<file path="src/rtl/pll_ndiv_ramp.sv">
module pll_ndiv_ramp #(
  parameter int TICK_DIV = 8,
  parameter int POLL_US  = 500
) (
  input  logic        clk,
  input  logic        rst_n,
  input  logic        start,
  input  logic [7:0]  start_n,
  output logic        busy,
  output logic        done,
  output logic        timed_out,
  output logic        pll_en,
  output logic        pll_we,
  output logic [1:0]  pll_sel,
  output logic [31:0] pll_wdata,
  input  logic [31:0] pll_rdata
);
  localparam int PW = $clog2(TICK_DIV + 1);
  localparam int UW = $clog2(POLL_US + 1);
  localparam logic [1:0] SEL_COEFF = 2'd0;
  localparam logic [1:0] SEL_SLOW  = 2'd1;
  localparam logic [1:0] SEL_STAT  = 2'd2;
  localparam int B_SLOW = 22;
  localparam int B_RAMP = 31;
  localparam int B_DONE = 24;
  localparam logic [PW-1:0] PRE_LAST = PW'(TICK_DIV - 1);
  localparam logic [UW-1:0] US_LAST  = UW'(POLL_US - 1);

  typedef enum logic [3:0] {
    S_IDLE, S_CHKN, S_SLRD, S_SLWR, S_CFRD, S_GAP1, S_CFWR, S_GAP2,
    S_ENRD, S_ENWR, S_POLL, S_CLRD, S_CLWR, S_RBK, S_FIN
  } st_t;

  st_t           st;
  logic [7:0]    n_tgt;
  logic [31:0]   word;
  logic [PW-1:0] pre;
  logic [UW-1:0] us;
  logic          tmo;

  wire pre_wrap = (pre == PRE_LAST);

  assign busy      = (st != S_IDLE);
  assign done      = (st == S_FIN);
  assign timed_out = tmo;

  always_ff @(posedge clk or negedge rst_n) begin
    if (!rst_n) begin
      st    <= S_IDLE;
      n_tgt <= '0;
      word  <= '0;
      pre   <= '0;
      us    <= '0;
      tmo   <= 1'b0;
    end else begin
      case (st)
        S_IDLE: if (start) begin
          n_tgt <= start_n;
          tmo   <= 1'b0;
          st    <= S_CHKN;
        end
        S_CHKN: st <= (pll_rdata[15:8] == n_tgt) ? S_FIN : S_SLRD;
        S_SLRD: begin word <= pll_rdata; st <= S_SLWR; end
        S_SLWR: st <= S_CFRD;
        S_CFRD: begin word <= pll_rdata; pre <= '0; st <= S_GAP1; end
        S_GAP1: if (pre_wrap) st <= S_CFWR; else pre <= pre + 1'b1;
        S_CFWR: begin pre <= '0; st <= S_GAP2; end
        S_GAP2: if (pre_wrap) st <= S_ENRD; else pre <= pre + 1'b1;
        S_ENRD: begin word <= pll_rdata; st <= S_ENWR; end
        S_ENWR: begin pre <= '0; us <= '0; st <= S_POLL; end
        S_POLL: begin
          if (pll_rdata[B_DONE]) st <= S_CLRD;
          else if (pre_wrap) begin
            pre <= '0;
            if (us == US_LAST) begin
              tmo <= 1'b1;
              st  <= S_CLRD;
            end else us <= us + 1'b1;
          end else pre <= pre + 1'b1;
        end
        S_CLRD: begin word <= pll_rdata; st <= S_CLWR; end
        S_CLWR: st <= S_RBK;
        S_RBK:  st <= S_FIN;
        default: st <= S_IDLE;
      endcase
    end
  end

  always_comb begin
    pll_en    = 1'b0;
    pll_we    = 1'b0;
    pll_sel   = SEL_COEFF;
    pll_wdata = word;
    case (st)
      S_CHKN, S_CFRD: pll_en = 1'b1;
      S_SLRD, S_ENRD, S_CLRD, S_RBK: begin pll_en = 1'b1; pll_sel = SEL_SLOW; end
      S_POLL: begin pll_en = 1'b1; pll_sel = SEL_STAT; end
      S_SLWR: begin
        pll_en = 1'b1; pll_we = 1'b1; pll_sel = SEL_SLOW;
        pll_wdata[B_SLOW] = 1'b1;
      end
      S_CFWR: begin
        pll_en = 1'b1; pll_we = 1'b1;
        pll_wdata[15:8] = n_tgt;
      end
      S_ENWR: begin
        pll_en = 1'b1; pll_we = 1'b1; pll_sel = SEL_SLOW;
        pll_wdata[B_RAMP] = 1'b1;
      end
      S_CLWR: begin
        pll_en = 1'b1; pll_we = 1'b1; pll_sel = SEL_SLOW;
        pll_wdata[B_RAMP] = 1'b0;
        pll_wdata[B_SLOW] = 1'b0;
      end
      default: ;
    endcase
  end

  AST_NOOP_FINISH: assert property (@(posedge clk) disable iff (!rst_n)
    (st == S_CHKN && pll_rdata[15:8] == n_tgt) |=> (done && !timed_out));
  AST_RAMP_NEEDS_SLOW: assert property (@(posedge clk) disable iff (!rst_n)
    (pll_en && pll_we && pll_sel == SEL_SLOW && pll_wdata[B_RAMP]) |-> pll_wdata[B_SLOW]);
  AST_POLL_BOUND: assert property (@(posedge clk) disable iff (!rst_n)
    (st == S_POLL) |-> (us <= US_LAST));
  AST_DONE_AFTER_READ: assert property (@(posedge clk) disable iff (!rst_n)
    done |-> $past(pll_en && !pll_we));
  AST_TARGET_HELD: assert property (@(posedge clk) disable iff (!rst_n)
    (busy && start) |=> $stable(n_tgt));
  AST_DONE_PULSE: assert property (@(posedge clk) disable iff (!rst_n)
    done |=> !done);
endmodule

</file>
<file path="config.mk">
export PLATFORM = sky130hd
export DESIGN_NAME = pll_ndiv_ramp
export DESIGN_NICKNAME = d
export VERILOG_FILES = /design/src/rtl/pll_ndiv_ramp.sv
export SDC_FILE = /design/constraint.sdc
export NUM_CORES = 1
export LEC_CHECK = 0
export ABC_AREA = 1
export CORE_ASPECT_RATIO = 1.2
export CORE_MARGIN = 2
export CORE_UTILIZATION = 45
export CTS_BUF_LIST = sky130_fd_sc_hd__clkbuf_4
export CTS_CLUSTER_DIAMETER = 80
export DETAILED_ROUTE_END_ITERATION = 8
export DONT_BUFFER_PORTS = 1
export PLACE_DENSITY_LB_ADDON = 0.25
export SLEW_MARGIN = 20
export SYNTH_ARGS = -nofsm -noshare
export SYNTH_HDL_FRONTEND = slang
export SYNTH_SLANG_ARGS = --single-unit
</file>
<file path="constraint.sdc">
create_clock -name clk -period 3.9 [get_ports clk]
set_input_delay 0.39 -clock clk [delete_from_list [all_inputs] [get_ports clk]]
set_output_delay 0.39 -clock clk [all_outputs]
set_load 0.02 [all_outputs]
</file>
==> summary.md, run 1 <==
| Metric | Value |
|---|---|
| TritonCTS clock tree | `done` |
| Avg Inst Size Synth | `7.31 µm²` |
| Synth Flop Type | `dfrtp_1` |
| Maximum single-stage delay on the critical path | `approximately 720 ps` |
| Startpoint Class | `flip-flop` |
| Syn nets | `499` |
| CTS Root Cell | `clkbuf_4` |
| End point of the critical path | `word[31]` |
| R2r setup slk | `~1200 ps` |
| PwrDens | `between 800 and 900 nW/µm²` |
| Vias/cell | `5.11` |
| Die area | `slightly above 8000 µm²` |
| Crit-path slowest cell | `nand2_2` |
| Max VDD drop | `355 µV` |
| Slew Limit Fails | `0` |
| # diodes | `0` |
| Number of synthesized register bits | `58` |
| Antenna Nets Post-Route | `0` |
| # fillers | `730` |
| Crit path required time | `4170 ps` |
| Clock sinks | `58` |
| Mapped Area | `3320 µm²` |
| DIE WIDTH | `82.4 µm` |
| Most frequent cells in the layout | `165 x nand2_1, 58 x dfrtp_1, 50 x inv_1` |
| RSZ-0062 raised after global routing | `no` |
| Area Growth Syn to Fin | `0.302%` |
| Footprint of the multi-input gates | `about 1400 µm²` |
| EDFF count, synth | `0` |
| Routability Congestion | `approximately 0.87` |
| Drt drc | `0` |
| Period minus WS final | `2740 ps` |
| Die Y | `about 98 µm` |
| WL per Instance | `14.3 µm` |
| MaxCap Viol Count | `0` |
| Vias | `approximately 2.7k` |
| Total grt overflow | `0` |
| First-pass GRT wire length | `12,000 µm` |
| Setup TNS | `0 ps` |
| Hold-fix buffers, CTS | `2` |
| Worst Setup SP | `st[2]` |
| Gr usage total | `0.193` |
| Initial core utilization | `0.461` |
| Max clock buf depth | `2` |
| Worst slew margin | `0.362` |
| Detailed Route Iter0 Violations | `136` |
| Slew of the pin with the lowest slew margin | `957 ps` |
| Post-cts gate resize count | `0` |
| Number of global-route vias before repair | `~2.6k` |
| Nets | `between 400 and 500` |
| Endpoints failing setup | `0` |
| Final Core Density | `0.463` |
| Clock Pin Slew Worst Setup and Hold Paths | `120 ps` |
| Placed Cells | `just over 500` |
| Pin count of the biggest net entering global routing | `59` |
| Cell with the most instances on the worst path | `nand2_1` |
| Post-synthesis cell type count | `34` |
| Worst Setup End Kind | `flip-flop` |
| Async set-reset flop share out of synthesis | `1.00` |
| Row count | `34` |
| H-Tree Depth | `3` |
| Crit path cell chain | `clkinv_2 > nand2_1 > nor2_1 > a21oi_2 > nand2_2 > nand2_1 > o21ai_1` |
| FF-to-FF End | `word[31]` |
| IO Pins | `82` |
| Reg-to-Reg Start | `st[2]` |
| WP data arrival | `3010 ps` |
| Warnings, synthesis | `0` |
| Initial antenna violation count | `0` |
| Post CTS Setup Buffer Count | `0` |
| FF-to-FF path depth | `7` |
| Core Area | `approximately 7200 µm²` |
| Fin Clk Skew | `13.5 ps` |
| Status | `finished clean` |
| Hold Crit Class | `in2reg` |
| Finished Layout Cells | `527` |
| Pleak | `1.68 nW` |
| PortBufs | `0` |
| Cts bufs inserted | `9` |
| FF/Latch Area | `1450 µm²` |
| Detailed Routing Iterations Pass 1 | `4` |
| Final WL | `roughly 7600 µm` |
| Final worst-path cycle share | `0.703` |
| Layout cells sized above 1 | `0.0709` |
| Mapped Cells | `about 450` |
| Commonest non-fill, non-tap cell in the layout | `nand2_1` |
| Critical path class | `reg2reg` |
| Sequential share of the synthesized area | `0.438` |
| Clock Latency Late Sink | `about 400 ps` |
| Hold Vio Cnt, Final | `0` |
| Crit-path max FO | `between 40 and 50` |
| Post-DP HPWL | `5270 µm` |
| Fmax | `365 MHz` |
-- final cells by class --
cell class / instances / share of cell area
clock inverters: 7 / 0.0135
clock buffers: 9 / 0.0203
repair buffers: 2 / 0.0113
multi-input cells: 308 / 0.424
well taps: 90 / 0.0338
inverters: 53 / 0.0605
flip-flops and latches: 58 / 0.436
-- where the power goes --
| group | total [W] | leakage (nW) | switching [W] | internal (W) |
|---|---|---|---|---|
| Combinational | 0.00123 | 0.897 | 0.000873 | 0.000359 |
| Sequential | 0.00119 | 0.732 | 0.000329 | 0.000857 |
| Clock | 0.000378 | 0.0558 | 0.000250 | 0.000128 |
| Total | 0.00280 | 1.68 | 0.00145 | 0.00134 |
-- worst min path at each step --
| stage | endpoint | cells past startpoint | slack, ps | start |
|---|---|---|---|---|
| after global routing | word[28] | 2 | 40 | pll_rdata[28] |
| after global placement | n_tgt[4] | 0 | 100 | rst_n |
| after detailed placement | word[13] | 0 | 100 | rst_n |
| after CTS | word[28] | 2 | 50 | pll_rdata[28] |
| after floorplan | n_tgt[0] | 0 | 90 | rst_n |
| final | word[28] | 2 | 80 | pll_rdata[28] |
-- registers in the layout, summed over array words and instances, names as in the netlist --
register   flops
st             4
pre            4
word          32
us             9
n_tgt          8
timed_out      1
-- metal layers --
layer | global-route usage | vias up | share of wire | routed length, µm
li1 | - | 1367 | - | -
met1 | 0.230 | 1241 | 0.41 | 3110
met2 | 0.313 | 75 | 0.49 | 3680
met3 | 0.0749 | 8 | 0.086 | 652
met4 | 0.0679 | 0 | 0.014 | 108
met5 | 0 | - | 0 | 0
-- per-stage QoR --
step	total power [W]	worst slack (ps)	hold WS, ps	area, µm²
finish	0.00280	1160	82.4	3330
global placement	0.00237	1300	96.0	3170
detailed placement	0.00241	1220	96.2	3170
global route	0.00304	918	37.7	3330
CTS	0.00281	1010	51.2	3320
floorplan	0.00234	2080	94.4	3320
-- critical path: cells and delay by family, from the launching register on --
| kind | cells | cell delay (ps) |
|---|---|---|
| and+or+nand+nor | 4 | 1160 |
| AOI/OAI and AO/OA | 2 | 770 |
| DFF | 1 | 520 |
| buffers and inverters | 1 | 140 |
-- cell usage after synthesis, drive strengths merged, types with 2 or more instances --
cell	count	area [µm²]
a21oi	7	50.1
and2	2	12.5
buf	34	250
clkinv	2	10.0
dfrtp	58	1450
ha	2	25.0
inv	51	191
nand2	169	644
nand3	34	175
nand3b	3	22.5
nand4	5	31.3
nor2	30	115
o21ai	41	216
o21bai	2	15.0
o31ai	2	15.0
xnor2	2	17.5
xor2	3	26.3
-- logic make-up after synthesis --
logic type      Yosys count  share of synthesized area
flops                    58                      0.438
fa+ha+maj                 2                    0.00754
xor+xnor                  5                     0.0132
buf+inv                  88                      0.138
compound gates           56                     0.0985
simple gates            245                      0.306
(Power assumes the default switching activity.)
==> run 2, diff against run 1 <==
Clock period 3.9 ns to 2.6 ns, I/O delays scaled along.
==> summary.md, run 2 (synthesized netlist as in run 1, its figures left out) <==
| Metric | Value |
|---|---|
| GR peak layer | `met2` |
| Maximum single-stage delay on the critical path | `610 ps (-110 ps)` |
| Worst slew margin | `0.476 (+0.114)` |
| Status | `finished clean` |
| Final Instance Area | `3860 µm² (+16%)` |
| Clock sinks | `58 (unchanged)` |
| TritonCTS clock tree | `done` |
| Clock Pin Slew Worst Setup and Hold Paths | `110 ps (about the same)` |
| Hold Vio Cnt, Final | `0 (unchanged)` |
| Cts bufs inserted | `9 (unchanged)` |
| Hold Crit Start | `pll_rdata[24]` |
| Clock Latency Late Sink | `420 ps (+20 ps)` |
| Antenna Nets Post-Route | `0 (unchanged)` |
| Largest delay share family, worst path | `compound AO/OA/AOI/OAI gates` |
| Number of global-route vias before repair | `2,683 (+4.6%)` |
| Core Area | `7190 µm² (unchanged)` |
| CTS Root Cell | `clkbuf_4` |
| Final WL | `7740 µm (+2.4%)` |
| Pleak | `1.94 nW (+15%)` |
| Layout cells sized above 1 | `0.0825 (+0.0115)` |
| First-pass GRT wire length | `12,300 µm (+2.4%)` |
| Crit-path max FO | `17 (-60%)` |
| Die Y | `98.1 µm (unchanged)` |
| Vias | `2,869 (+6.6%)` |
| Final worst-path cycle share | `0.853` |
| Period minus WS final | `between 2000 and 2500 ps` |
| Die area | `8080 µm² (unchanged)` |
| MaxCap Viol Count | `0 (unchanged)` |
| Placed Cells | `518 (+1.8%)` |
| DIE WIDTH | `82.4 µm (unchanged)` |
| Hold Crit Class | `in2reg` |
| Critical path class | `reg2out` |
| Crit path cell chain | `nor2_1 > nand2_1 > nor2_1 > buf_4 > o21ai_0` |
| FF/Latch Area | `1450 µm² (unchanged)` |
| Gr usage total | `0.198 (+0.00437)` |
| Endpoints failing setup | `0 (unchanged)` |
| H-Tree Depth | `3 (unchanged)` |
| Routability Congestion | `0.872 (+0.15%)` |
| Startpoint Class | `flip-flop` |
| Commonest non-fill, non-tap cell in the layout | `nand2_1` |
| PwrDens | `1200 nW/µm² (+43%)` |
| Footprint of the multi-input gates | `1410 µm² (-0.18%)` |
| Reg-to-Reg Start | `st[1]` |
| Post-cts gate resize count | `0 (unchanged)` |
| Drt drc | `0 (unchanged)` |
| # diodes | `0 (unchanged)` |
| Final Core Density | `0.537 (+0.0745)` |
| Slew of the pin with the lowest slew margin | `783 ps (-174 ps)` |
| WP data arrival | `1960 ps (-1050 ps)` |
| Nets | `525 (+10%)` |
| Slew Limit Fails | `0 (unchanged)` |
| Max VDD drop | `642 µV (+81%)` |
| Area Growth Syn to Fin | `16.4%` |
| # fillers | `687 (-5.9%)` |
| Initial core utilization | `0.461 (unchanged)` |
| Area after DPL | `3240 µm² (+2.1%)` |
| Setup TNS | `0 ps (unchanged)` |
| Finished Layout Cells | `575 (+9.1%)` |
| Crit-path slowest cell | `o21ai_0` |
| Detailed Routing Iterations Pass 1 | `4 (unchanged)` |
| Cell with the most instances on the worst path | `nor2_1` |
| Initial antenna violation count | `0 (unchanged)` |
| Fmax | `451 MHz` |
| Max reg flops | `32 (unchanged)` |
| Vias/cell | `4.99 (-2.3%)` |
| Routing usage on met1 | `0.235 (+0.00490)` |
| WP buf/inv | `1 (unchanged)` |
| Post-DP HPWL | `5250 µm (-0.45%)` |
| Worst Setup End Kind | `primary output` |
| Most frequent cells in the layout | `165 x nand2_1, 58 x dfrtp_1, 50 x inv_1` |
| Leading registers by flop count | `word: 32 flops, us: 9 flops, n_tgt: 8 flops` |
| RSZ-0062 raised after global routing | `no` |
| Met3 usage | `0.0628 (-0.0120)` |
| Post CTS Setup Buffer Count | `0 (unchanged)` |
| PortBufs | `0 (unchanged)` |
| Largest register by flop count | `word` |
| Hold-fix buffers, CTS | `41 (+39)` |
| IO Pins | `82 (unchanged)` |
| Met2 usage | `0.314 (+0.00124)` |
| Row count | `34 (unchanged)` |
| Hold Slack | `52.1 ps (-30.3 ps)` |
| WL per Instance | `13.5 µm (-6.1%)` |
| Worst Setup SP | `st[3]` |
| Detailed Route Iter0 Violations | `176 (+29%)` |
| Total grt overflow | `0 (unchanged)` |
| Pin count of the biggest net entering global routing | `59 (unchanged)` |
| Max clock buf depth | `2 (unchanged)` |
| Fin Clk Skew | `18.8 ps (+5.32 ps)` |
| Crit path required time | `2340 ps (-1830 ps)` |
-- run 2: area by class of cell --
type	count	share of cell area
Clock inverter	7	0.0324
Sequential cell	58	0.376
Timing Repair Buffer	50	0.128
Multi-Input combinational cell	308	0.365
Clock buffer	9	0.0175
Tap cell	90	0.0292
Inverter	53	0.0522
-- run 2: layer usage --
metal | vias up | share of wire
met2 | 80 | 0.47
met1 | 1319 | 0.44
met5 | - | 0
met3 | 17 | 0.066
li1 | 1453 | -
met4 | 0 | 0.029
-- run 2: through the flow --
| stage | total power [W] | setup slack (ps) |
|---|---|---|
| after CTS | 0.00466 | 378 |
| after detailed placement | 0.00371 | 665 |
| after global placement | 0.00364 | 778 |
| after global routing | 0.00502 | 271 |
| after floorplan | 0.00351 | 907 |
| final | 0.00463 | 382 |
-- run 2: worst reg2reg max path, cell delays in order (launching register included) --
cell	delay, ps
dfrtp_1	470
nor2_1	410
a21oi_2	120
nand2_2	600
nand2_1	140
o21ai_1	110
-- run 2: worst paths after layout --
check | cells after the start | slack (ps) | to
setup / recovery | 5 | 380 | pll_wdata[11]
hold / removal | 2 | 50 | word[24]
setup reg to reg | 5 | 680 | word[22]
hold reg to reg | 2 | 520 | pre[3]
max in group asynchronous | 2 | 1980 | pre[1]
min in group asynchronous | 2 | 360 | n_tgt[5]
-- run 2: power by group --
part	internal, W	switching, W	leakage (nW)
clock	0.000494	0.000378	0.101
combinational	0.000648	0.00133	1.10
sequential	0.00129	0.000496	0.732
==> run 3, diff against run 2 <==
Settings changed: ABC_AREA 1 to not set, BUFFER_PORTS_ARGS set to -buffer_cell sky130_fd_sc_hd__buf_4, DONT_BUFFER_PORTS 1 to not set.
==> summary.md, run 3 <==
| Metric | Value |
|---|---|
| Die Y | `97.3 µm (-0.76%)` |
| WP data arrival | `2180 ps (+220 ps)` |
| Cts bufs inserted | `9 (unchanged)` |
| Detailed Routing Iterations Pass 1 | `5 (+1)` |
| RSZ-0062 raised after global routing | `no` |
| IO Pins | `82 (unchanged)` |
| Die area | `7950 µm² (-1.5%)` |
| Core Area | `7150 µm² (-0.59%)` |
| Hold Crit Class | `in2reg` |
| Crit-path max FO | `8 (-9)` |
| Final WL | `6620 µm (-14%)` |
| PwrDens | `1340 nW/µm² (+12%)` |
| Min-Delay Path Depth | `2 (unchanged)` |
| Initial antenna violation count | `0 (unchanged)` |
| Vias/cell | `5.12 (+2.7%)` |
| Clock Pin Slew Worst Setup and Hold Paths | `110 ps (about the same)` |
| Row count | `34 (unchanged)` |
| Leading registers by flop count | `word: 32 flops, us: 9 flops, n_tgt: 8 flops` |
| Finished Layout Cells | `435 (-24%)` |
| Most frequent cells in the layout | `86 x buf_4, 58 x dfrtp_1, 30 x mux2_4` |
| Endpoints failing setup | `0 (unchanged)` |
| WL met2 | `3150 µm (-13%)` |
| Yosys top cell by area | `dfrtp_1` |
| Nets | `385 (-27%)` |
| Period minus WS final | `2440 ps (+225 ps)` |
| Drt drc | `0 (unchanged)` |
| Commonest non-fill, non-tap cell in the layout | `buf_4` |
| Worst Setup End Kind | `primary output` |
| Sequential share of the synthesized area | `0.445 (+0.00704)` |
| Post-DP HPWL | `4750 µm (-9.5%)` |
| Top-area cell type share of the netlist area | `0.445 (+0.00704)` |
| Antenna Nets Post-Route | `0 (unchanged)` |
| CTS Root Cell | `clkbuf_4` |
| MaxCap Viol Count | `0 (unchanged)` |
| Clock Latency Late Sink | `420 ps (about the same)` |
| TritonCTS clock tree | `done` |
| Routability Congestion | `0.776 (-11%)` |
| Most numerous cell in the Yosys netlist | `dfrtp_1` |
| Status | `finished clean` |
| # fillers | `647 (-5.8%)` |
| Layout cells sized above 1 | `0.458 (+0.375)` |
| WL per Instance | `15.2 µm (+13%)` |
| Max reg flops | `32 (unchanged)` |
| Vias | `2,228 (-22%)` |
| Detailed Route Iter0 Violations | `68 (-61%)` |
| Total grt overflow | `0 (unchanged)` |
| Worst slew margin | `0.515 (+0.0393)` |
| Hold Vio Cnt, Final | `0 (unchanged)` |
| Startpoint Class | `flip-flop` |
| FF-to-FF path depth | `5 (unchanged)` |
| Slew of the pin with the lowest slew margin | `727 ps (-56.2 ps)` |
| Post-synthesis cell type count | `52 (+53%)` |
| Final worst-path cycle share | `0.940 (+0.0867)` |
| Initial core utilization | `0.457 (-0.00461)` |
| # diodes | `0 (unchanged)` |
| Clock sinks | `58 (unchanged)` |
| Largest register by flop count | `word` |
| Syn nets | `321 (-36%)` |
| Pleak | `1.86 nW (-4.0%)` |
| Setup ws final | `157 ps (-225 ps)` |
| Post CTS Setup Buffer Count | `0 (unchanged)` |
| Highest metal used | `met4` |
| Max clock buf depth | `2 (unchanged)` |
| Worst Setup SP | `st[0]` |
| Pwr Total | `0.00528 W (+14%)` |
| Synth Flop Type | `dfrtp_1` |
| Crit path required time | `2340 ps (about the same)` |
| Met3 routed WL | `343 µm (-33%)` |
| DIE WIDTH | `81.8 µm (-0.76%)` |
| Pre-CTS setup slack | `534 ps (-131 ps)` |
| Fin Clk Skew | `13.2 ps (-5.66 ps)` |
| Number of synthesized register bits | `58 (unchanged)` |
| Ranking of synthesized cells by area | `dfrtp_1 44%, mux2_4 14%, mux2_2 5.9%` |
| Pin count of the biggest net entering global routing | `59 (unchanged)` |
| Top post-synthesis cells by count | `58 x dfrtp_1, 30 x mux2_4, 24 x buf_4, 20 x nand2_1, 17 x mux2_2` |
| Reg-to-Reg Start | `st[0]` |
| Mapped Area | `3260 µm² (-1.6%)` |
| Mapped Cells | `276 (-39%)` |
| Post-cts gate resize count | `0 (unchanged)` |
| Max VDD drop | `553 µV (-14%)` |
| Hold Crit Start | `pll_rdata[31]` |
| Slew Limit Fails | `0 (unchanged)` |
| Setup TNS | `0 ps (unchanged)` |
| Fmax | `409 MHz (-9.2%)` |
| WL met1 | `3000 µm (-11%)` |
| EDFF count, synth | `0 (unchanged)` |
| First-pass GRT wire length | `10,800 µm (-12%)` |
| PortBufs | `81 (+81)` |
| Async set-reset flop share out of synthesis | `1.00 (unchanged)` |
| Critical path class | `reg2out` |
| H-Tree Depth | `3 (unchanged)` |
| Warnings, synthesis | `0 (unchanged)` |
| Avg Inst Size Synth | `11.8 µm² (+62%)` |
| Placed Cells | `418 (-19%)` |
| Area Growth Syn to Fin | `20.4%` |
| Number of global-route vias before repair | `2,211 (-18%)` |
| Gr usage total | `0.175 (-0.0227)` |
-- run 3: changes by cell type after synthesis, sizes merged, moves of 5 or more --
cell   previous run  this run
inv              51         7
mux2              0        49
nand2           169        20
nand3            34         7
nor2             30        11
nor4              0         5
o21ai            41        12
xor2              3         8
-- run 3: path summary, 6_finish.rpt --
path | slack [ps] | end
min | 60 | word[31]
min in group asynchronous | 440 | word[23]
min reg2reg | 510 | word[9]
max | 160 | pll_wdata[9]
max in group asynchronous | 1680 | pre[1]
max reg2reg | 530 | word[5]
-- run 3: logic make-up after synthesis --
group,count (synthesis),share of synthesized area
AO/OA/AOI/OAI,41,0.0820
XOR/XNOR,12,0.0322
adder cells (fa/ha/maj),2,0.00766
buffers and inverters,42,0.0935
flip-flops,58,0.445
multiplexers,53,0.216
AND/OR/NAND/NOR,68,0.124
-- run 3: worst max-delay path, stage by stage, from the launching register on --
cell	delay, ps
dfrtp_1	460
inv_1	200
nand2_1	130
nor2_2	420
mux2_2	400
buf_4	160
-- run 3: routing by layer --
metal  track usage  vias to the layer above
met5             0                        -
met4        0.0731                        0
met3        0.0353                       12
met2         0.266                       57
met1         0.240                     1070
li1              -                     1089
-- run 3: final cells by class --
cell class	count	area [µm²]	share of cell area
Clock buffer	10	75.1	0.0191
Tap cell	90	113	0.0287
Multi-Input combinational cell	176	1510	0.384
Inverter	7	26.3	0.00669
Sequential cell	58	1450	0.369
Timing Repair Buffer	88	676	0.172
Clock inverter	6	81.3	0.0207
-- run 3: repair_timing --
action	4_1_cts	5_1_grt
endpoints found under the setup margin	0	0
endpoints found under the hold margin	58	0
hold buffers	1	0
-- run 3: stage by stage --
| step | hold slack, ps | util | instance area (µm²) |
|---|---|---|---|
| 6_report | 59.8 | 0.550 | 3930 |
| 5_1_grt | 51.6 | 0.550 | 3930 |
| 4_1_cts | 53.8 | 0.550 | 3930 |
| 3_5_place_dp | 372 | 0.527 | 3760 |
| 3_3_place_gp | 367 | 0.527 | 3760 |
| 2_1_floorplan | -35.6 | - | 3260 |
-- run 3: where the power goes --
| part | switching, W | total [W] | internal [W] |
|---|---|---|---|
| registers | 0.000301 | 0.00163 | 0.00133 |
| clock network | 0.000348 | 0.000742 | 0.000394 |
| logic | 0.00138 | 0.00291 | 0.00152 |
